File: src/rtl/wdog_keyed_pkg.sv
package wdog_keyed_pkg;
   localparam logic [1:0] IDX_CTRL = 2'd0;
   localparam logic [1:0] IDX_CNT  = 2'd1;
   localparam logic [1:0] IDX_TOV  = 2'd2;
   localparam logic [1:0] IDX_WIN  = 2'd3;

   localparam int B_FLAG = 14;
   localparam int B_ULK  = 11;
   localparam int B_RCS  = 10;
   localparam int B_SEL  = 8;
   localparam int B_EN   = 7;
   localparam int B_UPD  = 5;

   localparam logic [15:0] UNL_LO = 16'hC520;
   localparam logic [15:0] UNL_HI = 16'hD928;
   localparam logic [15:0] REF_LO = 16'hA602;
   localparam logic [15:0] REF_HI = 16'hB480;

   typedef struct packed {
      logic       en;
      logic       upd;
      logic [1:0] sel;
   } cfg_t;

   localparam cfg_t CFG_RST = '{en: 1'b0, upd: 1'b1, sel: 2'd0};

   typedef enum logic [1:0] {KS_IDLE, KS_UNL, KS_REF} key_state_e;
endpackage

File: src/rtl/wdog_keyseq.sv
module wdog_keyseq
   import wdog_keyed_pkg::*;
(
   input  logic        clk,
   input  logic        rst_n,
   input  logic        cnt_wr,
   input  logic [31:0] wdata,
   output logic        unlock_ev,
   output logic        refresh_ev
);
   key_state_e state_q;
   logic full_unl, full_ref, half_unl, half_ref;

   always_comb begin
      full_unl = (wdata == {UNL_HI, UNL_LO});
      full_ref = (wdata == {REF_HI, REF_LO});
      half_unl = (state_q == KS_UNL) && (wdata == {16'h0, UNL_HI});
      half_ref = (state_q == KS_REF) && (wdata == {16'h0, REF_HI});
      unlock_ev  = cnt_wr && (full_unl || half_unl);
      refresh_ev = cnt_wr && (full_ref || half_ref);
   end

   always_ff @(posedge clk) begin
      if (!rst_n) begin
         state_q <= KS_IDLE;
      end else if (cnt_wr) begin
         if (wdata == {16'h0, UNL_LO})      state_q <= KS_UNL;
         else if (wdata == {16'h0, REF_LO}) state_q <= KS_REF;
         else                               state_q <= KS_IDLE;
      end
   end
endmodule

File: src/rtl/wdog_cfg.sv
module wdog_cfg
   import wdog_keyed_pkg::*;
#(
   parameter int CNT_W      = 16,
   parameter int TOVAL_RST  = 1000,
   parameter int RCS_DELAY  = 2,
   parameter int UNLOCK_WIN = 64
) (
   input  logic             clk,
   input  logic             rst_n,
   input  logic             unlock_ev,
   input  logic             ctrl_wr,
   input  logic             tov_wr,
   input  logic             win_wr,
   input  cfg_t             ctrl_val,
   input  logic [CNT_W-1:0] num_val,
   output logic             ulk,
   output logic             rcs,
   output cfg_t             act,
   output logic [CNT_W-1:0] toval,
   output logic [CNT_W-1:0] window,
   output logic             apply_ev
);
   localparam int WIN_W = $clog2(UNLOCK_WIN + 1);

   logic [WIN_W-1:0] win_cnt;
   logic unlock_ok, win_exp, start_commit;
   cfg_t cfg_next, apply_cfg;

   always_comb begin
      unlock_ok    = unlock_ev && act.upd;
      win_exp      = ulk && (win_cnt == WIN_W'(UNLOCK_WIN - 1));
      start_commit = ulk && !unlock_ok && (ctrl_wr || win_exp);
      cfg_next     = ctrl_wr ? ctrl_val : act;
   end

   always_ff @(posedge clk) begin
      if (!rst_n) begin
         ulk     <= 1'b0;
         win_cnt <= '0;
         toval   <= CNT_W'(TOVAL_RST);
         window  <= '0;
      end else begin
         if (unlock_ok) begin
            ulk     <= 1'b1;
            win_cnt <= '0;
         end else if (ulk) begin
            if (ctrl_wr || win_exp) ulk <= 1'b0;
            else                    win_cnt <= win_cnt + 1'b1;
            if (tov_wr) toval  <= num_val;
            if (win_wr) window <= num_val;
         end
      end
   end

   generate
      if (RCS_DELAY == 0) begin : g_direct
         assign apply_ev  = start_commit;
         assign apply_cfg = cfg_next;
      end else begin : g_delayed
         localparam int DLY_W = $clog2(RCS_DELAY + 1);
         logic             busy_q;
         logic [DLY_W-1:0] dly_q;
         cfg_t             pend_q;

         assign apply_ev  = busy_q && (dly_q == DLY_W'(RCS_DELAY - 1));
         assign apply_cfg = pend_q;

         always_ff @(posedge clk) begin
            if (!rst_n) begin
               busy_q <= 1'b0;
               dly_q  <= '0;
               pend_q <= CFG_RST;
            end else if (start_commit) begin
               busy_q <= 1'b1;
               dly_q  <= '0;
               pend_q <= cfg_next;
            end else if (unlock_ok || apply_ev) begin
               busy_q <= 1'b0;
            end else if (busy_q) begin
               dly_q <= dly_q + 1'b1;
            end
         end
      end
   endgenerate

   always_ff @(posedge clk) begin
      if (!rst_n) begin
         act <= CFG_RST;
         rcs <= 1'b1;
      end else begin
         if (apply_ev) act <= apply_cfg;
         if (unlock_ok)     rcs <= 1'b0;
         else if (apply_ev) rcs <= 1'b1;
      end
   end

   if (UNLOCK_WIN < 2) begin : g_chk_win
      $error("wdog_cfg: UNLOCK_WIN must be at least 2");
   end
   if (CNT_W < 31 && TOVAL_RST >= (1 << CNT_W)) begin : g_chk_tov
      $error("wdog_cfg: TOVAL_RST does not fit CNT_W");
   end
endmodule

File: src/rtl/wdog_count.sv
module wdog_count
   import wdog_keyed_pkg::*;
#(
   parameter int CNT_W = 16
) (
   input  logic             clk,
   input  logic             rst_n,
   input  logic             tick_lp,
   input  cfg_t             act,
   input  logic [CNT_W-1:0] toval,
   input  logic [CNT_W-1:0] window,
   input  logic             refresh_ev,
   input  logic             apply_ev,
   input  logic             flag_clr,
   output logic [CNT_W-1:0] count,
   output logic             flag,
   output logic             rst_req
);
   logic             tick, early, hit, fire;
   logic [CNT_W:0]   inc;

   always_comb begin
      tick  = (act.sel == 2'd0) ? 1'b1 : tick_lp;
      inc   = {1'b0, count} + (CNT_W + 1)'(1);
      early = refresh_ev && act.en && (window != '0) && (count < window);
      hit   = act.en && tick && (inc >= {1'b0, toval});
      fire  = !apply_ev && (early || (hit && !refresh_ev));
   end

   always_ff @(posedge clk) begin
      if (!rst_n) begin
         count   <= '0;
         flag    <= 1'b0;
         rst_req <= 1'b0;
      end else begin
         if (apply_ev || refresh_ev || hit) count <= '0;
         else if (act.en && tick)           count <= inc[CNT_W-1:0];
         if (fire)          flag <= 1'b1;
         else if (flag_clr) flag <= 1'b0;
         rst_req <= fire;
      end
   end
endmodule

File: src/rtl/wdog_keyed.sv
module wdog_keyed
   import wdog_keyed_pkg::*;
#(
   parameter int CNT_W      = 16,
   parameter int TOVAL_RST  = 1000,
   parameter int RCS_DELAY  = 2,
   parameter int UNLOCK_WIN = 64
) (
   input  logic        clk,
   input  logic        rst_n,
   input  logic        tick_lp,
   input  logic        bus_we,
   input  logic [1:0]  bus_addr,
   input  logic [31:0] bus_wdata,
   output logic [31:0] bus_rdata,
   output logic        wdog_flag,
   output logic        rst_req
);
   logic ctrl_wr, cnt_wr, tov_wr, win_wr;
   logic unlock_ev, refresh_ev, apply_ev;
   logic ulk_q, rcs_q;
   cfg_t act_cfg, ctrl_val;
   logic [CNT_W-1:0] toval_q, window_q, count_q;
   logic [31:0] ctrl_rd;

   always_comb begin
      ctrl_wr  = bus_we && (bus_addr == IDX_CTRL);
      cnt_wr   = bus_we && (bus_addr == IDX_CNT);
      tov_wr   = bus_we && (bus_addr == IDX_TOV);
      win_wr   = bus_we && (bus_addr == IDX_WIN);
      ctrl_val = '{en: bus_wdata[B_EN], upd: bus_wdata[B_UPD],
                   sel: bus_wdata[B_SEL+1:B_SEL]};
   end

   wdog_keyseq keys_i (
      .clk       (clk),
      .rst_n     (rst_n),
      .cnt_wr    (cnt_wr),
      .wdata     (bus_wdata),
      .unlock_ev (unlock_ev),
      .refresh_ev(refresh_ev)
   );

   wdog_cfg #(
      .CNT_W     (CNT_W),
      .TOVAL_RST (TOVAL_RST),
      .RCS_DELAY (RCS_DELAY),
      .UNLOCK_WIN(UNLOCK_WIN)
   ) cfg_i (
      .clk      (clk),
      .rst_n    (rst_n),
      .unlock_ev(unlock_ev),
      .ctrl_wr  (ctrl_wr),
      .tov_wr   (tov_wr),
      .win_wr   (win_wr),
      .ctrl_val (ctrl_val),
      .num_val  (bus_wdata[CNT_W-1:0]),
      .ulk      (ulk_q),
      .rcs      (rcs_q),
      .act      (act_cfg),
      .toval    (toval_q),
      .window   (window_q),
      .apply_ev (apply_ev)
   );

   wdog_count #(.CNT_W(CNT_W)) cnt_i (
      .clk       (clk),
      .rst_n     (rst_n),
      .tick_lp   (tick_lp),
      .act       (act_cfg),
      .toval     (toval_q),
      .window    (window_q),
      .refresh_ev(refresh_ev),
      .apply_ev  (apply_ev),
      .flag_clr  (ctrl_wr && bus_wdata[B_FLAG]),
      .count     (count_q),
      .flag      (wdog_flag),
      .rst_req   (rst_req)
   );

   always_comb begin
      ctrl_rd              = '0;
      ctrl_rd[B_FLAG]      = wdog_flag;
      ctrl_rd[B_ULK]       = ulk_q;
      ctrl_rd[B_RCS]       = rcs_q;
      ctrl_rd[B_SEL+1:B_SEL] = act_cfg.sel;
      ctrl_rd[B_EN]        = act_cfg.en;
      ctrl_rd[B_UPD]       = act_cfg.upd;
      case (bus_addr)
         IDX_CTRL: bus_rdata = ctrl_rd;
         IDX_CNT:  bus_rdata = 32'(count_q);
         IDX_TOV:  bus_rdata = 32'(toval_q);
         default:  bus_rdata = 32'(window_q);
      endcase
   end

   if (CNT_W < 1 || CNT_W > 32) begin : g_chk_w
      $error("wdog_keyed: CNT_W must be 1..32");
   end
endmodule

File: config.mk
export PLATFORM = sky130hd
export DESIGN_NAME = wdog_keyed
export DESIGN_NICKNAME = d
export VERILOG_FILES = /design/src/rtl/wdog_keyed_pkg.sv /design/src/rtl/wdog_keyseq.sv /design/src/rtl/wdog_cfg.sv /design/src/rtl/wdog_count.sv /design/src/rtl/wdog_keyed.sv
export SDC_FILE = /design/constraint.sdc
export NUM_CORES = 1
export LEC_CHECK = 0
export BUFFER_PORTS_ARGS = -buffer_cell sky130_fd_sc_hd__buf_2
export CAP_MARGIN = 20
export CORE_UTILIZATION = 52
export CTS_CLUSTER_DIAMETER = 30
export DETAILED_ROUTE_END_ITERATION = 10
export GPL_ROUTABILITY_DRIVEN = 0
export PLACE_DENSITY = 0.88
export SLEW_MARGIN = 20
export SYNTH_ARGS = -nofsm -noshare
export SYNTH_HDL_FRONTEND = slang
export SYNTH_SLANG_ARGS = --single-unit
File: constraint.sdc
create_clock -name clk -period 3.2 [get_ports clk]
set_input_delay 0.48 -clock clk [delete_from_list [all_inputs] [get_ports clk]]
set_output_delay 0.48 -clock clk [all_outputs]
set_load 0.02 [all_outputs]
== After elaboration in Yosys (flattened, before gate mapping) ==
Cells that the tools add are included.

* Add/sub/neg operators: 3
* $lt $le $gt $ge: 2
* Equal/unequal tests: 13
* Muxes and demuxes: 14
* Bitwise logic cells: 4
* Reduce and logical (&&, ||, !) cells: 44

{| class="wikitable"
|+ Operator list
! kind !! count
|-
| 32-bit by 16-bit == test with 1-bit output, second input constant || 4
|-
| 32-bit == test, second input constant || 2
|-
| 16-bit case mux with 3 select lines || 1
|-
| 1-bit logical AND || 21
|-
| 16-bit by 1-bit adder with 17-bit output, second input constant || 1
|-
| 17-bit by 16-bit greater-or-equal comparator with 1-bit output || 1
|-
| 16-bit less-than comparator || 1
|-
| 16-bit nonzero test || 1
|-
| 1-bit 2-to-1 mux || 10
|-
| 7-bit by 1-bit adder with 7-bit output, second input constant || 1
|-
| 7-bit by 6-bit == test with 1-bit output, second input constant || 1
|-
| 1-bit logical OR || 7
|-
| 2-bit by 1-bit == test with 1-bit output, second input constant || 3
|-
| 2-bit == test, second input constant || 3
|-
| 3-bit AND reduction || 2
|-
| 2-bit nonzero test || 3
|-
| 2-bit OR reduction || 3
|-
| 2-bit zero test || 2
|-
| 2-bit 2-to-1 mux || 2
|-
| 4-bit 2-to-1 mux || 1
|-
| 1-bit inverter || 4
|-
| 2-bit AND reduction || 2
|-
| 1-bit zero test || 3
|-
| 2-bit by 1-bit adder with 2-bit output, second input constant || 1
|}

* Flip-flop bits (word level): 72
* Input bits: 38
* Output and inout port bits: 34
* Word-level logic and storage cells: 97

== Longest topological paths before layout ==
Gate-level depths: netlist of run 1.

* Depth in word-level cells: 10
* Depth in mapped cells: 14
* Mapped depth without buffers: 13

== Hierarchy ==
A second synthesis of run 1 with hierarchy kept.

* Cells, all modules: 567
* Area total of the unflattened synthesis: 4825.9 um2

{| class="wikitable"
|+ Modules (own cells, without submodules)
! module !! instances !! cells an instance !! area each (um2) !! sequential area each (um2)
|-
| wdog_cfg || 1 || 242 || 2098.3 || 1041.0
|-
| wdog_count || 1 || 228 || 1835.5 || 360.3
|-
| wdog_keyed || 1 || 54 || 538.0 || 0.0
|-
| wdog_keyseq || 1 || 43 || 354.1 || 40.0
|}

== Worst setup path before layout of run 1 ==
No wires, ideal clock.

* Path kind: reg2reg
* Start: register cnt_i.count[0]
* End: register cnt_i.count[10]
* Library setup time: 121 ps
* Data arrival time: 3219 ps
* Data required time: 3079 ps
* Slack: -139 ps
* Stages on the path, launching flop included: 15
* Path buffers: 1
* Clock period less this slack: 3339 ps
* Path through: dfxtp_1 -> ha_1 -> nand3_1 -> nor2_1 -> and3_1 -> and3_1 -> xor2_1 -> ha_1 -> nand4_1 -> nor4_1 -> nor3_1 -> or2_2 -> a31oi_1 -> buf_2 -> nor3_1

* Cells in the longest elaborated chain, start to end: 5

{| class="wikitable"
|+ Ends and longest elaborated chain
! what !! RTL line !! text
|-
| start, declared || wdog_count.sv:15 || <nowiki>output logic [CNT_W-1:0] count,</nowiki>
|-
| start signal, assigned || wdog_count.sv:37 || <nowiki>else if (act.en && tick) count <= inc[CNT_W-1:0];</nowiki>
|-
| 16-bit by 1-bit adder with 17-bit output (*) || wdog_count.sv:24 || <nowiki>inc = {1'b0, count} + (CNT_W + 1)'(1);</nowiki>
|-
| named net cnt_i.inc[10] || wdog_count.sv:20 || <nowiki>logic [CNT_W:0] inc;</nowiki>
|-
| 17-bit by 16-bit greater-or-equal comparator with 1-bit output || wdog_count.sv:26 || <nowiki>hit = act.en && tick && (inc >= {1'b0, toval});</nowiki>
|-
| 1-bit logical AND || wdog_count.sv:26 ||
|-
| 1-bit logical OR || wdog_count.sv:36 || <nowiki>if (apply_ev || refresh_ev || hit) count <= '0;</nowiki>
|-
| 2-bit OR reduction (no source line) || n/a ||
|}

The timed path passes the listed nets; every way through them passes the cells marked *.
A chain may end at the register's enable or synchronous reset.

== Worst setup path in the final report of run 1 ==
* Start: register cnt_i.count[0]
* End: register cnt_i.count[5]

* Cells in the longest elaborated chain, start to end: 5

{| class="wikitable"
|+ Ends and longest elaborated chain
! what !! RTL line
|-
| 16-bit by 1-bit adder with 17-bit output || wdog_count.sv:24
|-
| named net cnt_i.inc[7] || wdog_count.sv:20
|-
| 17-bit by 16-bit greater-or-equal comparator with 1-bit output || wdog_count.sv:26
|-
| 1-bit logical AND || wdog_count.sv:26
|-
| 1-bit logical OR || wdog_count.sv:36
|-
| 2-bit OR reduction (no source line) || n/a
|}

The timed path passes the listed nets, and every way through them passes these cells.

==> results.md, run 1 <==
- Worst Skew: between 0.015 and 0.02 ns
- Post-Route Utilization: approximately 60%
- CTS tree: done
- Most frequent cell after synthesis: nand2_1
- CTS HTree Levels: 3
- Die X: around 96 um
- Setup crit end kind: register
- Total negative slack: 0 ns
- DRC Markers: 0
- Tightest Pin Transition: ~0.8 ns
- Endpoints failing setup: 0
- CP bufs+invs: 2
- Vias post-DR: roughly 4500
- Slew HR: a little under half
- Req. time, crit path: 3.42 ns
- Final Power: approximately 1800 uW
- NumNets Final: about 700
- IO buf count: 55
- Post-CTS Setup Inserts: 0
- Final worst slack: about 0.13 ns
- Post-synth top area share: between 30% and 40%
- Min-Delay Path Class: in -> reg
- Setup slack, reg-to-reg: around 0.13 ns
- Count of pins over their slew limit: 0
- Die Y: 95.7 um
- Status: complete, no violations
- Ant diodes: 0
- Clock period minus final worst setup slack: between 3 and 4 ns
- Clock sink count: just over 70
- DR WL/cell: approximately 18 um
- Total track usage: ~30%
- Max-Cap Viols: 0
- Setup CP Type: reg -> reg
- First-pass detailed-route iteration total: 5
- Reg-to-reg startpoint: cnt_i.count[0]
- Final WL: 13000 um
- CP Cell Sequence: buf_4, and4_1, and2_1, nand3_1, xnor2_1, ha_1, nand4_1, nor4_1, nor3_1, or2_2, a31oi_2, buf_4, nor3_1
- Vias/cell: roughly 6
- # rows: 33
- Most instantiated cells after synthesis: nand2_1 (96), dfxtp_1 (72), a21oi_1 (42)
- FF-to-FF path depth: 13
- Initial Util: 54.7%
- Gate Count Post-Synth: 571
- DP HPWL: 9810 um
- Number of flops mapped to enable cells by yosys: 0
- Critical R2R Capture: cnt_i.count[5]
- Syn avg cell area: between 7 and 8 sq um
- Fmax: between 0.3 and 0.4 GHz
- Synthesized flop and latch total: 72
- RSZ-0062 raised after global routing: false
- Cell Area, Placed: 0.00492 sq mm
- CP Launch Type: register
- Peak VDD IR: 0.000324 V
- Worst endpoint data arrival time: between 3 and 4 ns
- Initial antenna violation count: 0
- Total congestion overflow: 0
- Pre-CTS setup slack: between 0.07 and 0.08 ns
- DIE AREA: between 0.009 and 0.01 sq mm
- FFs w/ async S/R, synth: 0%
- Crit-path leading delay family: simple AND/OR/NAND/NOR gates
- Largest net degree at the start of global routing: 38
- Maximum root-to-sink buffer count: 2
- Area growth syn-to-layout: 12.9%
- Pleak: around 0.0021 uW
- Share of layout cells above drive strength 1: 17.6%
- Vias in the first global route: about 4400
- Slowest-stage cell, CP: dfxtp_1
- Register area share after synthesis: between 30% and 40%
- Hold Fails Final Rpt: 0
- Total core area: 0.00834 sq mm
- Yosys top cell by area: dfxtp_1
- Initial DRC Count: between 300 and 400
- Tcrit/Tclk final: a little over nine tenths
- Syn Std Cell Area: 0.00456 sq mm
- Pwr Density: between 300 and 400 mW/mm^2
- Worst Hold End: cfg_i.window[15]
- First-pass GRT wire length: about 21000 um
- Clk_lat worst skew: around 0.37 ns
- WHS Path Cells: 3
- DRT antenna net count: 0
- Synth Flop Type: dfxtp_1
- Root Buffer Master: clkbuf_8
- Critical Path Fanout Max: 7
- Yosys Warn Count: 0
- Hold_sp: bus_wdata[15]
- Top cells by area, synth: dfxtp_1 (32%), ha_1 (9.3%), nand2_1 (7.9%)
- Num CTS Buffers: 9
- Post-synthesis cell type count: 62
- Critical Path Max Stage Delay: 0.35 ns
- Finished Cell Area: approximately 0.0052 sq mm
- Clock Pin Slew Worst Setup and Hold Paths: roughly 0.09 ns
- I/O pin total: 72
## per-stage QoR
stage                     hold WS, ns  std cells
after floorplan                 0.423        586
after global placement          0.432        720
after detailed placement        0.447        720
after CTS                       0.361        736
after global routing            0.376        736
final                           0.374        736
## how the worst max path moves through the flow
stage | endpoint | from | slack [ns] | depth (start not counted)
final | cnt_i.count[5] | cnt_i.count[0] | 0.13 | 13
after global routing | cnt_i.flag | cnt_i.count[0] | 0.03 | 14
after CTS | cnt_i.count[6] | cnt_i.count[6] | 0.07 | 13
after detailed placement | cnt_i.count[2] | cnt_i.count[6] | 0.07 | 13
after global placement | cnt_i.count[3] | cnt_i.count[0] | 0.25 | 14
after floorplan | cnt_i.count[10] | cnt_i.count[0] | 0.02 | 14
## kinds of logic (layout without fill, tap and decap cells)
group                    after synthesis  in the layout  synth area share [%]
AO/OA/AOI/OAI                        103            103                  14.5
XOR/XNOR                              32             32                  6.14
adder cells (fa/ha/maj)               34             34                  9.32
buffers and inverters                 74            119                  7.57
flip-flops                            72             72                  31.6
multiplexers                          14             14                  5.02
other                                  1             16                0.0822
AND/OR/NAND/NOR                      241            241                  25.8
## sequential cells by signal, indices dropped and copies added, names as in the netlist
signal / count
keys_i.state_q: 2
cfg_i.apply_cfg: 4
cfg_i.toval: 16
cfg_i.rcs: 1
cnt_i.rst_req: 1
cfg_i.win_cnt: 7
cfg_i.ulk: 1
cnt_i.count: 16
cfg_i.window: 16
cfg_i.act: 4
cfg_i.g_delayed.busy_q: 1
cfg_i.g_delayed.dly_q: 2
cnt_i.flag: 1
## worst register-to-register path, cell delays in order, from the launching register on
cell and delay [ns]:
dfxtp_1 0.35, buf_4 0.15, and4_1 0.21, and2_1 0.22, nand3_1 0.20, xnor2_1 0.18
ha_1 0.31, nand4_1 0.17, nor4_1 0.32, nor3_1 0.06, or2_2 0.28, a31oi_2 0.22
buf_4 0.20, nor3_1 0.07
## layout by cell type (no fill, tap or decap), drive strengths merged, types with 4 or more instances in the layout
cell type and instances:
nand2 97, dfxtp 72, buf 69, a21oi 43
inv 38, ha 34, nor2 34, nor3 29
nand3 27, xor2 18, o21ai 18, conb 16
xnor2 14, nand4 10, a22o 9, clkbuf 9
and3 8, nor4 8, mux4 7, mux2i 6
a211oi 6, o211ai 6, a31oi 4
## power by group
group | total [uW] | switching (uW) | internal, uW
clock | 786 | 409 | 378
combinational | 127 | 88.1 | 39.2
sequential | 895 | 0.00000000906 | 895
## area by class of cell
| class | instances | area (sq um) |
|---|---|---|
| fillers | 725 | 3190 |
| multi-input cells | 440 | 2860 |
| flip-flops and latches | 72 | 1450 |
| repair buffers | 69 | 384 |
| well taps | 105 | 131 |
| inverters | 34 | 128 |
| clock buffers | 9 | 124 |
| clock inverters | 7 | 86.3 |
## repair_timing
action	4_1_cts	5_1_grt
resized for setup	0	8
hold buffers	0	0
endpoints found under the setup margin	0	18
## per-layer routing
| metal | global-route usage, % | up-vias | routed length (um) |
|---|---|---|---|
| met1 | 35.1 | 2108 | 4980 |
| li1 | - | 2089 | - |
| met4 | 16.0 | 0 | 598 |
| met5 | 0 | - | 0 |
| met2 | 51.9 | 259 | 6220 |
| met3 | 6.71 | 58 | 1170 |
(Power assumes the default switching activity.)
==> run 2: changes to the inputs <==
SETUP_SLACK_MARGIN = 0.2   (was unset)
==> results.md, run 2 (synthesized netlist as in run 1, its figures left out) <==
- Status: complete, no violations
- DP HPWL: 9900 um (+0.94%)
- Hold Fails Final Rpt: 0 (unchanged)
- DR WL/cell: 18.7 um (+6.3%)
- Die X: 95.7 um (unchanged)
- Reg-to-reg startpoint: cnt_i.count[0]
- Tcrit/Tclk final: 92.8% (-3.2 points)
- Slowest-stage cell, CP: dfxtp_4
- Worst Hold End: cfg_i.toval[4]
- Hold_sp: bus_wdata[4]
- Clock sink count: 72 (unchanged)
- Total congestion overflow: 0 (unchanged)
- Fmax: 0.337 GHz (+3.5%)
- Tightest Pin Transition: 0.980 ns (+0.165 ns)
- Vias/cell: 6.28 (+2.4%)
- IO buf count: 55 (unchanged)
- First-pass detailed-route iteration total: 6 (+1)
- # rows: 33 (unchanged)
- Clock period minus final worst setup slack: 2.97 ns (-0.103 ns)
- Initial DRC Count: 443 (+15%)
- WHS Path Cells: 3 (unchanged)
- Total track usage: 31.3% (+1.0 points)
- Worst endpoint data arrival time: 3.23 ns (-0.07 ns)
- Multi-input logic area: 0.00295 sq mm (+3.4%)
- CP bufs+invs: 1 (-1)
- Vias in the first global route: 4506 (+3.6%)
- Setup slack, reg-to-reg: 0.23 ns (+0.10 ns)
- Total negative slack: 0 ns (unchanged)
- Initial antenna violation count: 0 (unchanged)
- DRT antenna net count: 0 (unchanged)
- Initial Util: 54.7% (unchanged)
- Vias post-DR: 4699 (+4.1%)
- Max-Cap Viols: 0 (unchanged)
- DRC Markers: 0 (unchanged)
- Pint: 1400 uW (+7.0%)
- FF/Latch Area: 0.00146 sq mm (+0.69%)
- Final WL: 14000 um (+8.0%)
- Endpoints failing setup: 0 (unchanged)
- Area growth syn-to-layout: 18.5%
- Top flop regs: cfg_i.toval x16, cfg_i.window x16, cnt_i.count x16
- CTS tree: done
- Ant diodes: 0 (unchanged)
- Critical Path Max Stage Delay: 0.38 ns (+0.03 ns)
- Setup CP Type: reg -> reg
- Die Y: 95.7 um (unchanged)
- Commonest non-fill, non-tap cell in the layout: nand2_1
- Worst Skew: 0.0130 ns (-0.00370 ns)
- Total core area: 0.00834 sq mm (unchanged)
- Post-Route Utilization: 64.9% (+3.1 points)
- FF-to-FF path depth: 14 (+1)
- CP Cell Sequence: ha_4, nand3_4, nor2_4, and3_4, and3_1, xor2_1, ha_1, a211oi_2, nor2_1, nor3_1, or2_4, a31oi_4, clkbuf_16, a211o_1
- Leading cell types in the layout, fill and taps excluded: nand2_1 (96), dfxtp_1 (67), buf_2 (55)
- Peak VDD IR: 0.000296 V (-8.7%)
- Num CTS Buffers: 9 (unchanged)
- Cell Area, Placed: 0.00496 sq mm (+0.79%)
- Clock power share: 46.0% (+2.5 points)
- Finished Cell Area: 0.00541 sq mm (+5.0%)
- I/O pin total: 72 (unchanged)
- RSZ-0062 raised after global routing: false
- Pwr Density: 348 mW/mm^2 (-0.71%)
- Count of pins over their slew limit: 0 (unchanged)
- Number of fill cells: 676 (-6.8%)
- Min-Delay Path Class: in -> reg
- First-pass GRT wire length: 21500 um (+2.2%)
- # hold bufs at CTS: 0 (unchanged)
- Critical Path Fanout Max: 7 (unchanged)
- Share of layout cells above drive strength 1: 21.2% (+3.6 points)
- Maximum root-to-sink buffer count: 2 (unchanged)
- Sw power: 482 uW (-3.0%)
- Clk_lat worst skew: 0.38 ns (about the same)
- Hold_ws: 0.357 ns (-0.0167 ns)
- Reg power frac: 47.3% (-2.2 points)
- Setup crit end kind: register
- Sw frac: 25.6% (-1.9 points)
- CTS HTree Levels: 3 (unchanged)
- Root Buffer Master: clkbuf_8
- Critical R2R Capture: cnt_i.flag
- NumNets Final: 710 (+1.7%)
- Comb power frac: 6.7% (-0.3 points)
- Crit-path leading delay family: simple AND/OR/NAND/NOR gates
- Largest net degree at the start of global routing: 38 (unchanged)
- Slew HR: 34.2% (-11 points)
- DIE AREA: 0.00916 sq mm (unchanged)
- Pleak: 0.00220 uW (+4.4%)
- CP Launch Type: register
- Clock Pin Slew Worst Setup and Hold Paths: 0.08 ns (about the same)
- Req. time, crit path: 3.46 ns (+0.04 ns)
run 2: cell count changes in the layout (fill, tap and decap cells not counted), moves of 2 or more:
cell and delta:
a211oi_1 -2, a211oi_2 +2, buf_4 +9, dfxtp_1 -2, dfxtp_4 +3, nand3_1 -3, nand3_4 +2
run 2: final cells by class:
type	instances	share of cell area, %
multi-input combinational	440	54.6
sequential	72	26.9
timing repair buffer	81	9.39
clock buffer	10	2.54
tap	105	2.43
inverter	34	2.36
clock inverter	6	1.80
run 2: power by group through the flow:
stage | combinational, uW | sequential [uW] | clock [uW]
2_1_floorplan | 83.6 | 916 | 0
3_3_place_gp | 120 | 916 | 0
3_5_place_dp | 122 | 916 | 0
4_1_cts | 123 | 895 | 867
5_1_grt | 133 | 893 | 917
6_report | 126 | 892 | 867
run 2: repair_timing:
| action | CTS | global route |
|---|---|---|
| pin swaps | 1 | 8 |
| endpoints found under the setup margin | 14 | 18 |
| gates resized for setup | 6 | 21 |
| setup buffers | 1 | 9 |
| hold endpoints to repair | 0 | 0 |
| gates cloned | 0 | 1 |
run 2: worst max path at each step:
stage	startpoint	to	slack (ns)	cells after the start
after floorplan	cnt_i.count[0]	cnt_i.count[14]	0.22	14
after global placement	cnt_i.count[0]	cnt_i.count[3]	0.19	14
after detailed placement	cnt_i.count[1]	cnt_i.count[1]	0.07	14
after CTS	cnt_i.count[1]	cnt_i.count[3]	0.21	14
final	cnt_i.count[0]	cnt_i.flag	0.23	14
after global routing	cnt_i.count[0]	cnt_i.flag	0.15	14
run 2: through the flow:
step	setup WS [ns]	std cells	power, uW
finish	0.230	748	1890
global route	0.148	748	1940
CTS	0.207	738	1890
detailed placement	0.0692	721	1040
global placement	0.193	721	1040
floorplan	0.224	586	1000
run 2: layer usage:
| metal | share of wire, % | vias up | GRT usage (%) |
|---|---|---|---|
| met5 | 0 | - | 0 |
| met4 | 6.5 | 0 | 20.3 |
| met3 | 9.8 | 86 | 8.37 |
| met2 | 47 | 310 | 51.1 |
| met1 | 37 | 2188 | 36.0 |
| li1 | - | 2115 | - |
run 2: tightest hold or removal path, delay by kind of cell:
family | cells | cell delay [ns]
buffers and inverters | 1 | 0.11
AOI/OAI and AO/OA | 1 | 0.05
and+or+nand+nor | 1 | 0.05
==> run 3: changes to the inputs <==
--- a/config.mk
+++ b/config.mk
@@ -6,11 +6,11 @@
 export NUM_CORES = 1
 export LEC_CHECK = 0
-export BUFFER_PORTS_ARGS = -buffer_cell sky130_fd_sc_hd__buf_2
+export BUFFER_PORTS_ARGS = -buffer_cell sky130_fd_sc_hd__buf_4
 export CAP_MARGIN = 20
-export CORE_UTILIZATION = 52
+export CORE_UTILIZATION = 55
 export CTS_CLUSTER_DIAMETER = 30
 export DETAILED_ROUTE_END_ITERATION = 10
 export GPL_ROUTABILITY_DRIVEN = 0
-export PLACE_DENSITY = 0.88
+export PLACE_DENSITY = 0.89
 export SETUP_SLACK_MARGIN = 0.2
 export SLEW_MARGIN = 20
==> constraint.sdc (replaced) <==
create_clock -name clk -period 2.8 [get_ports clk]
set_input_delay 0.42 -clock clk [delete_from_list [all_inputs] [get_ports clk]]
set_output_delay 0.42 -clock clk [all_outputs]
set_load 0.1 [all_outputs]
==> results.md, run 3 (synthesized netlist as in run 1, its figures left out) <==
- Status: complete, no violations
- Clock Pin Slew Worst Setup and Hold Paths: 0.09 ns (about the same)
- Setup crit end kind: register
- Die Y: 93.1 um (-2.7%)
- DRC Markers: 0 (unchanged)
- Vias/cell: 6.09 (-3.0%)
- Worst Skew: 0.0155 ns (+0.00255 ns)
- Comb power frac: 12.4% (+5.7 points)
- Clock sink count: 72 (unchanged)
- Peak VDD IR: 0.000393 V (+33%)
- CP bufs+invs: 2 (+1)
- Ant diodes: 0 (unchanged)
- Largest net degree at the start of global routing: 38 (unchanged)
- Initial antenna violation count: 0 (unchanged)
- RSZ-0062 raised after global routing: true
- Slowest-stage cell, CP: dfxtp_4
- I/O pin total: 72 (unchanged)
- Vias post-DR: 4558 (-3.0%)
- Reg power frac: 46.5% (-0.8 points)
- CP Launch Type: register
- Multi-input logic area: 0.00301 sq mm (+1.9%)
- CTS tree: done
- Leading cell types in the layout, fill and taps excluded: nand2_1 (96), buf_4 (80), dfxtp_1 (65)
- Count of pins over their slew limit: 0 (unchanged)
- DIE AREA: 0.00867 sq mm (-5.3%)
- Fmax: 0.357 GHz (+6.1%)
- Sw frac: 30.9% (+5.3 points)
- Total negative slack: 0 ns (unchanged)
- Top flop regs: cfg_i.toval x16, cfg_i.window x16, cnt_i.count x16
- Crit-path most repeated cell: nor3_1
- Req. time, crit path: 3.05 ns (-0.41 ns)
- Root Buffer Master: clkbuf_8
- Total congestion overflow: 0 (unchanged)
- Min-Delay Path Class: in -> reg
- Number of fill cells: 543 (-20%)
- Initial Util: 57.9% (+3.1 points)
- Pint: 1510 uW (+7.7%)
- Pleak: 0.00224 uW (+2.1%)
- Commonest non-fill, non-tap cell in the layout: nand2_1
- Maximum root-to-sink buffer count: 2 (unchanged)
- Tightest Pin Transition: 0.899 ns (-0.0806 ns)
- Pwr Density: 390 mW/mm^2 (+12%)
- Setup CP Type: reg -> reg
- Sw power: 676 uW (+40%)
- Hold_ws: 0.318 ns (-0.0396 ns)
- Endpoints failing setup: 0 (unchanged)
- Initial DRC Count: 338 (-24%)
- Worst endpoint data arrival time: 3.04 ns (-0.19 ns)
- Final WL: 13200 um (-5.6%)
- Tcrit/Tclk final: 100% (+7.1 points)
- First-pass GRT wire length: 21000 um (-2.2%)
- Critical Path Max Stage Delay: 0.37 ns (about the same)
- Share of layout cells above drive strength 1: 22.8% (+1.6 points)
- Slew HR: 39.7% (+5.4 points)
- Clk_lat worst skew: 0.37 ns (about the same)
- CTS HTree Levels: 3 (unchanged)
- Area growth syn-to-layout: 22.9%
- Total core area: 0.00789 sq mm (-5.4%)
- # rows: 32 (-3.0%)
- Crit-path leading delay family: simple AND/OR/NAND/NOR gates
- CP Cell Sequence: ha_4, nand3_4, nor2_4, and3_4, buf_6, xor2_1, ha_1, nand4_1, nor4_2, nor3_1, or2_4, a31oi_4, clkbuf_16, nor3_1
- Cell Area, Placed: 0.00516 sq mm (+4.1%)
- Num CTS Buffers: 9 (unchanged)
- Clock period minus final worst setup slack: 2.80 ns (-0.171 ns)
- NumNets Final: 713 (+0.42%)
- Critical Path Fanout Max: 8 (+1)
- DP HPWL: 9530 um (-3.8%)
- IO buf count: 55 (unchanged)
- Total track usage: 31.4% (+0.13 points)
- First-pass detailed-route iteration total: 5 (-1)
- FF/Latch Area: 0.00147 sq mm (+0.69%)
- Die X: 93.1 um (-2.7%)
- DR WL/cell: 17.7 um (-5.6%)
- DRT antenna net count: 0 (unchanged)
- Max-Cap Viols: 0 (unchanged)
- Clock power share: 41.1% (-4.9 points)
- Hold Fails Final Rpt: 0 (unchanged)
- Vias in the first global route: 4377 (-2.9%)
- Finished Cell Area: 0.00561 sq mm (+3.7%)
## run 3: cell count changes in the layout (fill, tap and decap cells not counted), moves of 2 or more
cell     before  now
buf_4        22   80
nor3_2        0    3
dfxtp_1      67   65
dfxtp_4       3    6
nor3_1       28   20
nor3_4        1    6
buf_2        55    0
## run 3: power groups by stage
stage	Combinational, uW	Clock [uW]	Sequential (uW)
finish	271	899	1020
global placement	262	0	1040
detailed placement	264	0	1040
CTS	265	899	1020
global route	282	936	1020
floorplan	203	0	1040
## run 3: through the flow
step | std cells | total power [uW] | setup slack (ns) | util (%)
final | 748 | 2190 | 0.00129 | 71.1
after global routing | 748 | 2230 | -0.155 | 71.1
after CTS | 744 | 2180 | 0.0325 | 69.6
after detailed placement | 719 | 1310 | 0.00490 | 65.5
after global placement | 719 | 1300 | 0.0757 | 65.5
after floorplan | 586 | 1240 | 0.210 | -
## run 3: worst paths after layout
path / slack (ns) / endpoint / from / cells after the start
max: 0.001 / cnt_i.count[9] / cnt_i.count[0] / 14
min: 0.32 / cfg_i.toval[6] / bus_wdata[6] / 3
max reg2reg: 0.001 / cnt_i.count[9] / cnt_i.count[0] / 14
min reg2reg: 0.46 / cfg_i.win_cnt[6] / cfg_i.win_cnt[6] / 2
## run 3: tightest hold or removal path: stages
cell	delay [ns]
buf_4	0.10
nand2_1	0.04
o211ai_1	0.08
## run 3: timing repair
| item | in CTS | in global routing |
|---|---|---|
| resized for setup | 6 | 19 |
| hold buffers | 0 | 0 |
| endpoints found under the setup margin | 18 | 18 |
| pin swaps | 3 | 20 |
| gates cloned | 1 | 0 |
| buffers inserted | 8 | 4 |
## run 3: layout make-up
class,instances,share of cell area (%)
Sequential cell,72,26.1
Clock buffer,9,2.21
Timing Repair Buffer,84,11.9
Inverter,34,2.28
Multi-Input combinational cell,440,53.7
Clock inverter,7,1.54
Tap cell,102,2.28
## run 3: routing by layer
layer  track usage, %  vias to the layer above  share of wire [%]
met2             55.0                      252                 49
met1             37.0                     2131                 38
li1                 -                     2120                  -
met5                0                        -                  0
met3             5.45                       55                8.1
met4             15.1                        0                4.3
